<file path="config.mk">
export PLATFORM = sky130hd
export DESIGN_NAME = refresh_scheduler
export DESIGN_NICKNAME = d
export VERILOG_FILES = /design/src/rtl/refresh_pkg.sv /design/src/rtl/refresh_dp.sv /design/src/rtl/refresh_ctrl.sv /design/src/rtl/refresh_scheduler.sv
export SDC_FILE = /design/constraint.sdc
export NUM_CORES = 1
export LEC_CHECK = 0
export ABC_CLOCK_PERIOD_IN_PS = 5100
export BUFFER_PORTS_ARGS = -buffer_cell sky130_fd_sc_hd__buf_2
export CORE_UTILIZATION = 40
export CTS_CLUSTER_DIAMETER = 80
export DETAILED_ROUTE_END_ITERATION = 12
export GPL_ROUTABILITY_DRIVEN = 0
export GPL_TIMING_DRIVEN = 0
export MAX_ROUTING_LAYER = met4
export PLACE_DENSITY_LB_ADDON = 0.1
export REMOVE_ABC_BUFFERS = 1
export SETUP_SLACK_MARGIN = 0.15
export SLEW_MARGIN = 20
export SYNTH_ARGS = -nofsm -noshare
export SYNTH_HDL_FRONTEND = slang
export SYNTH_SLANG_ARGS = --single-unit
</file>
<file path="constraint.sdc">
create_clock -name clk -period 5.1 [get_ports clk]
set_input_delay 0 -clock clk [delete_from_list [all_inputs] [get_ports clk]]
set_output_delay 0 -clock clk [all_outputs]
set_load 0.02 [all_outputs]
</file>
<file path="src/rtl/refresh_pkg.sv">
package refresh_pkg;

  typedef enum logic {
    ST_IDLE    = 1'b0,
    ST_REFRESH = 1'b1
  } refState_e;

  // strobes from control to datapath
  typedef struct packed {
    logic loadBurst;  // period start: arm a full burst
    logic runRow;     // array refreshing this cycle
    logic finishRow;  // last busy cycle of current row
    logic grantNext;  // grant an access slot next cycle
  } refStrobes_t;

endpackage

</file>
<file path="src/rtl/refresh_dp.sv">
module refresh_dp
  import refresh_pkg::*;
#(
  parameter int ROW_BITS      = 14,
  parameter int REF_CYCLES    = 5,
  parameter int PERIOD_CYCLES = 200000,
  parameter int CNT_W         = 32
) (
  input  logic                clk,
  input  logic                rst,
  input  refStrobes_t         strb,
  output logic                periodZero,
  output logic                rowsPending,
  output logic                lastRow,
  output logic                rowDone,
  output logic [ROW_BITS-1:0] rowAddr,
  output logic [CNT_W-1:0]    idleCnt,
  output logic                accGnt
);

  localparam int ROWS   = 1 << ROW_BITS;
  localparam int PER_W  = $clog2(PERIOD_CYCLES);
  localparam int BUSY_W = $clog2(REF_CYCLES + 1);
  localparam int LEFT_W = ROW_BITS + 1;

  logic [PER_W-1:0]  periodCnt;
  logic [BUSY_W-1:0] busyCnt;
  logic [LEFT_W-1:0] rowsLeft;

  assign periodZero  = (periodCnt == '0);
  assign rowsPending = (rowsLeft != '0);
  assign lastRow     = (rowsLeft == LEFT_W'(1));
  assign rowDone     = (busyCnt == BUSY_W'(REF_CYCLES - 1));

  // period counter
  always_ff @(posedge clk) begin
    if (rst)
      periodCnt <= '0;
    else if (periodCnt == PER_W'(PERIOD_CYCLES - 1))
      periodCnt <= '0;
    else
      periodCnt <= periodCnt + PER_W'(1);
  end

  // rows still owed in this period
  always_ff @(posedge clk) begin
    if (rst)
      rowsLeft <= '0;
    else if (strb.loadBurst)
      rowsLeft <= LEFT_W'(ROWS);
    else if (strb.finishRow)
      rowsLeft <= rowsLeft - LEFT_W'(1);
  end

  // cycles spent on the current row
  always_ff @(posedge clk) begin
    if (rst || strb.finishRow || !strb.runRow)
      busyCnt <= '0;
    else
      busyCnt <= busyCnt + BUSY_W'(1);
  end

  // row address, wraps naturally at ROWS
  always_ff @(posedge clk) begin
    if (rst)
      rowAddr <= '0;
    else if (strb.finishRow)
      rowAddr <= rowAddr + ROW_BITS'(1);
  end

  // cycles available for access
  always_ff @(posedge clk) begin
    if (rst)
      idleCnt <= '0;
    else if (!strb.runRow)
      idleCnt <= idleCnt + CNT_W'(1);
  end

  always_ff @(posedge clk) begin
    if (rst)
      accGnt <= 1'b0;
    else
      accGnt <= strb.grantNext;
  end

  assert_row_step_R6: assert property (@(posedge clk) disable iff (rst)
    (rowAddr != $past(rowAddr)) |-> (rowAddr == $past(rowAddr) + ROW_BITS'(1)));

  assert_idle_hold_R7: assert property (@(posedge clk) disable iff (rst)
    strb.runRow |=> $stable(idleCnt));

  assert_busy_bound_R5: assert property (@(posedge clk) disable iff (rst)
    busyCnt < BUSY_W'(REF_CYCLES));

  assert_period_bound_R8: assert property (@(posedge clk) disable iff (rst)
    periodCnt < PER_W'(PERIOD_CYCLES));

endmodule

</file>
<file path="src/rtl/refresh_ctrl.sv">
module refresh_ctrl
  import refresh_pkg::*;
(
  input  logic        clk,
  input  logic        rst,
  input  logic        accReq,
  input  logic        periodZero,
  input  logic        rowsPending,
  input  logic        lastRow,
  input  logic        rowDone,
  output refStrobes_t strb,
  output logic        busy
);

  refState_e state, nextState;

  always_comb begin
    nextState      = state;
    strb.loadBurst = periodZero;
    strb.runRow    = (state == ST_REFRESH);
    strb.finishRow = 1'b0;
    unique case (state)
      ST_IDLE: begin
        if (rowsPending) nextState = ST_REFRESH;
      end
      ST_REFRESH: begin
        if (rowDone) begin
          strb.finishRow = 1'b1;
          if (lastRow) nextState = ST_IDLE;
        end
      end
      default: nextState = ST_IDLE;
    endcase
    strb.grantNext = accReq && (nextState == ST_IDLE);
  end

  always_ff @(posedge clk) begin
    if (rst)
      state <= ST_IDLE;
    else
      state <= nextState;
  end

  assign busy = (state == ST_REFRESH);

  assert_refresh_wins_R4: assert property (@(posedge clk) disable iff (rst)
    (!busy && rowsPending) |=> busy);

  assert_burst_continues_R5: assert property (@(posedge clk) disable iff (rst)
    (busy && !(rowDone && lastRow)) |=> busy);

endmodule

</file>
<file path="src/rtl/refresh_scheduler.sv">
module refresh_scheduler
  import refresh_pkg::*;
#(
  parameter int ROW_BITS      = 14,
  parameter int REF_CYCLES    = 5,
  parameter int PERIOD_CYCLES = 200000,
  parameter int CNT_W         = 32
) (
  input  logic                clk,
  input  logic                rst,
  input  logic                accReq,
  output logic                accGnt,
  output logic                refBusy,
  output logic [ROW_BITS-1:0] refRow,
  output logic [CNT_W-1:0]    idleCount
);

  refStrobes_t strb;
  logic periodZero, rowsPending, lastRow, rowDone;

  refresh_ctrl u_ctrl (
    .clk         (clk),
    .rst         (rst),
    .accReq      (accReq),
    .periodZero  (periodZero),
    .rowsPending (rowsPending),
    .lastRow     (lastRow),
    .rowDone     (rowDone),
    .strb        (strb),
    .busy        (refBusy)
  );

  refresh_dp #(
    .ROW_BITS      (ROW_BITS),
    .REF_CYCLES    (REF_CYCLES),
    .PERIOD_CYCLES (PERIOD_CYCLES),
    .CNT_W         (CNT_W)
  ) u_dp (
    .clk         (clk),
    .rst         (rst),
    .strb        (strb),
    .periodZero  (periodZero),
    .rowsPending (rowsPending),
    .lastRow     (lastRow),
    .rowDone     (rowDone),
    .rowAddr     (refRow),
    .idleCnt     (idleCount),
    .accGnt      (accGnt)
  );

  assert_no_gnt_busy_R3: assert property (@(posedge clk) disable iff (rst)
    !(accGnt && refBusy));

  assert_gnt_needs_req_R2: assert property (@(posedge clk) disable iff (rst)
    accGnt |-> $past(accReq));

endmodule

</file>
==> results.cfg, run 1 <==
[logic_synthesis]
synth_top_area_cell = dfxtp_1
synthTopCellsByArea = dfxtp_1 43%, xor2_1 6.1%, a21oi_1 5.1%
synth.distinct_cells = 39
synthAdderAreaFrac_pct = 2.57
netlist.area_leader.share_pct = 43.2
synthXorXnorAreaFrac_pct = 7.65
yosysWarningCount = 0
synth.most_common_cell = dfxtp_1
synth-edff-count = 0
syn-cell-area_sq_mm = 0.00389
synth_top_family_by_area = simple AND/OR/NAND/NOR gates
synth-compound-area-share_pct = 12.1
synthTopCellsByCount = 84 x dfxtp_1, 43 x nor2_1, 40 x a21oi_1, 28 x nand3_1, 27 x xor2_1
ys_ff_latch = 84
yosys.area_share.simple_pct = 30.2
synthMuxAreaShare_pct = 0.547
ys_seq_area_share_pct = 43.2
synth_ff_type = dfxtp_1
async_reset_ff_share_pct = 0
synth_area_per_cell_sq_um = 8.55
synthCells = 455

[global_route]
grt_pass1_vias = 3015
grt_antenna_before_repair = 0
grt_pass1_wl_um = 14000
grt_usage_pct = 17.7
grt_overflow = 0
grt_max_degree = 58

[floorplan]
fp.coreArea_sq_mm = 0.00933
start_util_pct = 41.7
die_h_um = 101
die_width_um = 101
num_rows = 35
ioPinCount = 51
die_area_sq_mm = 0.0101

[sta]
period_minus_slack_ns = 2.51
fmax_mhz = 399
worst_slew_pin_slew_ns = 1.06
setup_viol = 0
worst_slew_margin_rel_pct = 29.4
drv_slew = 0
fin_skew_ns = 0.00737
finalSetupTns_ns = 0
finalHoldViolations = 0
rsz0062_at_grt = no
fin_crit_sh_pct = 49.2

[place]
place.detailed.hpwl_um = 5500
portBuffers = 50

[worst_setup_path]
path_cells = and3_1, nand4b_1, or4_1, a31oi_1
worstSetupStartpointType = flop
r2r.worst_path.cells = 4
critPathKind = flop to flop
path_buf_inv = 0
timing.rr.start = u_ctrl.busy
cp_data_arrival_time_ns = 2.78
worstPathRequired_ns = 5.37
r2r_slack_ns = 2.59
slowest_stage = and3_1
path_delay_family = simple AND/OR/NAND/NOR gates
regToRegEndpoint = u_dp.rowsLeft[14]
cp-end-kind = flop
crit_fanout = 21
cpPeakStageDelay_ns = 0.72

[finish]
area_growth_pct = 12.8
seq_area_sq_mm = 0.00168
multiInputGateArea_sq_mm = 0.00207
diodes = 0
nFillCells = 943
nets = 505
drive_above_1_share_pct = 13.7

[clock_network]
numCtsBuffers = 9
post_cts_buffers = 0
cts_tree = done
clk_pin_slew_ns = 0.08
cts.htree.levels = 3
clock-sinks = 84
clkLatencyLatePin_ns = 0.35
clock-root-buffer = clkbuf_8
clk_path_buf_depth = 2

[detailed_routing]
wl_per_cell_um = 13.0
vias = 3364
viasPerCell = 5.37
drt_iter0_drc = 75
ant_nets = 0
drc = 0
drt-total-wl_um = 8150
firstDrtPassIters = 4

[power_and_ir_drop]
vdd_drop_max_mv = 0.138
power_density_mw_per_mm2 = 263
p_leak_nw = 1.62
total_power_mw = 1.15

[worst_hold_path]
hold_class = input pin to flop
hp-start = rst
holdPathStages = 2
holdPathEnd = u_dp.periodCnt[2]

[outcome]
status = finished clean

[job]
drv_cap = 0
## cell type report
type | count | area share (%)
multi-input cells | 335 | 47.1
flip-flops and latches | 84 | 38.3
repair buffers | 51 | 5.93
well taps | 129 | 3.68
clock buffers | 13 | 3.62
inverters | 13 | 1.11
clock inverters | 2 | 0.228
## worst register-to-register path: stages (launching register included)
cell	delay, ns
dfxtp_1	0.60
and3_1	0.72
nand4b_1	0.39
or4_1	0.55
a31oi_1	0.17
## metal layers
metal  track usage (%)  up-vias  share of wire (%)
met2              29.6       36                 48
met5                 -        -                  0
met1              21.0     1579                 49
met3              3.95       11                2.7
li1                  -     1738                  -
met4              6.02        0                1.1
## repair_timing
item / in CTS / in global routing
hold endpoints to repair: 1 / 0
hold buffers: 1 / 0
resized for setup: 0 / 0
## power breakdown
group	internal (mW)	switching (mW)	total, mW	leakage [nW]
registers	0.664	0.0108	0.675	0.678
logic	0.0204	0.0358	0.0562	0.852
clock network	0.200	0.222	0.422	0.0893
total	0.885	0.269	1.15	1.62
## cells in the final DEF, fill, tap and decap left out, drive strengths merged, types with 2 or more instances in the layout
cell,synthesis,routed
nor3b,3,3
or2,2,2
clkbuf,18,13
buf,5,50
and3,6,6
xor2,27,27
nand4,20,20
or3,19,19
o31ai,19,19
and4,7,7
ha,8,8
nand3b,2,2
a21oi,40,40
xnor2,7,7
o21ai,18,18
nand3,28,28
nor2b,4,4
nand4b,3,3
a211oi,2,2
or4,23,23
and2,7,7
nand2b,2,2
nor3,6,6
nor4,4,4
inv,13,13
nand2,26,26
and4b,2,2
clkinv,0,2
nor2,43,43
dfxtp,84,84
## worst max-delay path by stage
stage / slack, ns / depth (start not counted) / end / from
4_1_cts: 2.55 / 4 / u_dp.rowsLeft[14] / u_ctrl.busy
6_report: 2.59 / 4 / u_dp.rowsLeft[14] / u_ctrl.busy
2_1_floorplan: 2.83 / 4 / u_dp.idleCnt[31] / u_dp.idleCnt[7]
3_3_place_gp: 2.62 / 4 / u_dp.rowsLeft[14] / u_ctrl.busy
5_1_grt: 2.31 / 4 / u_dp.rowsLeft[14] / u_ctrl.busy
3_5_place_dp: 2.57 / 4 / u_dp.rowsLeft[14] / u_ctrl.busy
## cells by family after synthesis
| logic type | after synthesis |
|---|---|
| XOR/XNOR | 34 |
| adder cells (fa/ha/maj) | 8 |
| AO/OA/AOI/OAI | 82 |
| AND/OR/NAND/NOR | 209 |
| multiplexers | 2 |
| buffers and inverters | 36 |
| flip-flops | 84 |
## through the flow
stage | util, % | hold WS [ns] | cells | setup slack, ns | cell area (sq um)
floorplan | - | 0.0691 | 432 | 2.83 | 3790
global placement | 45.1 | 0.268 | 611 | 2.62 | 4210
detailed placement | 45.1 | 0.271 | 611 | 2.57 | 4210
CTS | 47.0 | 0.343 | 627 | 2.55 | 4390
global route | 47.1 | 0.374 | 627 | 2.31 | 4390
finish | 47.1 | 0.310 | 627 | 2.59 | 4390
## registers in the layout, summed over array words and instances, names as in the netlist
| signal | count |
|---|---|
| u_dp.idleCnt | 32 |
| u_dp.periodCnt | 18 |
| u_dp.rowsLeft | 15 |
| u_dp.rowAddr | 14 |
| u_dp.busyCnt | 3 |
| u_ctrl.busy | 1 |
| u_dp.accGnt | 1 |
Note: power is estimated with default switching activity, not from simulation.
==> run 2: changes to the inputs <==
Settings changed: ABC_CLOCK_PERIOD_IN_PS 5100 to 2500.
Clock period 5.1 ns to 2.5 ns, I/O delays scaled along.
==> run 2 against run 1 <==
Clock skew about the same. Sequential power up 100%. Largest power group unchanged. Maximum frequency up 17%.
==> results.cfg, run 2 (synthesis results as in run 1) <==
[worst_hold_path]
holdPathStages = 2
holdPathEnd = u_dp.periodCnt[2]
hold_class = input pin to flop
hp-start = rst

[global_route]
grt_antenna_before_repair = 0
grt_pass1_vias = 3028
grt_usage_pct = 17.7
grt_max_degree = 58
grt_overflow = 0
grt_pass1_wl_um = 14000

[power_and_ir_drop]
p_leak_nw = 1.62
power_density_mw_per_mm2 = 534
total_power_mw = 2.35
switching_power_uw = 550
power_frac_comb_pct = 4.9
vdd_drop_max_mv = 0.282
seq_power_share_pct = 58.5
clkPwrFrac_pct = 36.6
swShare_pct = 23.4
internal_power_mw = 1.80

[detailed_routing]
firstDrtPassIters = 4
vias = 3372
wl_met1_um = 3900
ant_nets = 0
route.met3.wl_um = 237
wl_met2_um = 3920
viasPerCell = 5.38
maxUsedRoutingLayer = met4
wl_per_cell_um = 13.0
drc = 0
drt_iter0_drc = 97
drt-total-wl_um = 8140

[finish]
largest_register_ffs = 32
top_register = u_dp.idleCnt
drive_above_1_share_pct = 14.5
mostFrequentLayoutCells = 84 x dfxtp_1, 50 x buf_2, 43 x nor2_1
area_growth_pct = 13.3
final_cells = 627
nets = 505
mostFrequentLayoutCell = dfxtp_1
diodes = 0
reg_top3 = u_dp.idleCnt x32, u_dp.periodCnt x18, u_dp.rowsLeft x15

[outcome]
status = finished clean

[worst_setup_path]
timing.rr.start = u_dp.idleCnt[6]
path_delay_family = simple AND/OR/NAND/NOR gates
path_buf_inv = 0
worstSetupStartpointType = flop
crit_fanout = 25
cp-end-kind = flop
path_cells = nand4_2, or4_4, nor4_2, mux2_2
r2r.worst_path.cells = 4
worstPathRequired_ns = 2.75
cpPeakStageDelay_ns = 0.71
r2r_slack_ns = 0.36
slowest_stage = or4_4
critPathKind = flop to flop
regToRegEndpoint = u_dp.idleCnt[31]
cp_data_arrival_time_ns = 2.39

[sta]
rsz0062_at_grt = no
finalWorstSetupSlack_ns = 0.359
setup_viol = 0
drv_slew = 0
fin_crit_sh_pct = 85.6
fin_skew_ns = 0.00771
fmax_mhz = 467
worst_slew_margin_rel_pct = 28.7
period_minus_slack_ns = 2.14
worst_slew_pin_slew_ns = 1.07
finalHoldViolations = 0

[place]
post-place-ws_ns = -0.0329
dp.cells = 611
place.detailed.hpwl_um = 5500
portBuffers = 50

[job]
drv_cap = 0

[clock_network]
numCtsBuffers = 9
clk_path_buf_depth = 2
cts_tree = done
clk_pin_slew_ns = 0.08
clock-sinks = 84
clock-root-buffer = clkbuf_8
cts.htree.levels = 3
post_cts_buffers = 0
clkLatencyLatePin_ns = 0.35

[floorplan]
die_area_sq_mm = 0.0101
fp.coreArea_sq_mm = 0.00933
die_width_um = 101
ioPinCount = 51
die_h_um = 101
start_util_pct = 41.7
num_rows = 35
## run 2: metrics by stage
stage / area (sq um) / hold slack (ns) / util (%) / setup TNS [ns]
3_5_place_dp: 4210 / 0.271 / 45.1 / -0.0329
3_3_place_gp: 4210 / 0.268 / 45.1 / 0
6_report: 4410 / 0.310 / 47.3 / 0
4_1_cts: 4390 / 0.342 / 47.1 / 0
5_1_grt: 4410 / 0.374 / 47.3 / 0
2_1_floorplan: 3790 / 0.0691 / - / 0
## run 2: layout make-up
class	count	area, sq um
tap	129	161
clock buffer	13	159
multi-input combinational	335	2090
clock inverter	2	10.0
inverter	13	48.8
fill	941	4920
sequential	84	1680
timing repair buffer	51	260
## run 2: power by group through the flow
stage	logic [mW]	clock network [mW]	registers [mW]
2_1_floorplan	0.0579	0	1.42
3_3_place_gp	0.114	0	1.41
6_report	0.115	0.863	1.38
5_1_grt	0.128	0.954	1.38
4_1_cts	0.118	0.901	1.38
3_5_place_dp	0.115	0	1.41
## run 2: worst max-delay path by stage
stage	cells past startpoint	to	slack (ns)	start
3_5_place_dp	4	u_dp.rowsLeft[14]	-0.03	u_ctrl.busy
5_1_grt	4	u_dp.rowsLeft[14]	0.16	u_ctrl.busy
2_1_floorplan	4	u_dp.idleCnt[31]	0.23	u_dp.idleCnt[7]
4_1_cts	4	u_dp.rowsLeft[14]	0.22	u_ctrl.busy
3_3_place_gp	4	u_dp.rowsLeft[14]	0.02	u_ctrl.busy
6_report	4	u_dp.idleCnt[31]	0.36	u_dp.idleCnt[6]
## run 2: per-layer routing
metal | global-route usage, % | vias to the layer above
li1 | - | 1739
met4 | 6.02 | 0
met1 | 20.8 | 1589
met2 | 29.8 | 37
met5 | - | -
met3 | 3.95 | 7
## run 2: repair_timing
item | 4_1_cts | 5_1_grt
hold buffers | 1 | 0
endpoints found under the hold margin | 1 | 0
resized for setup | 3 | 3
endpoints found under the setup margin | 28 | 4
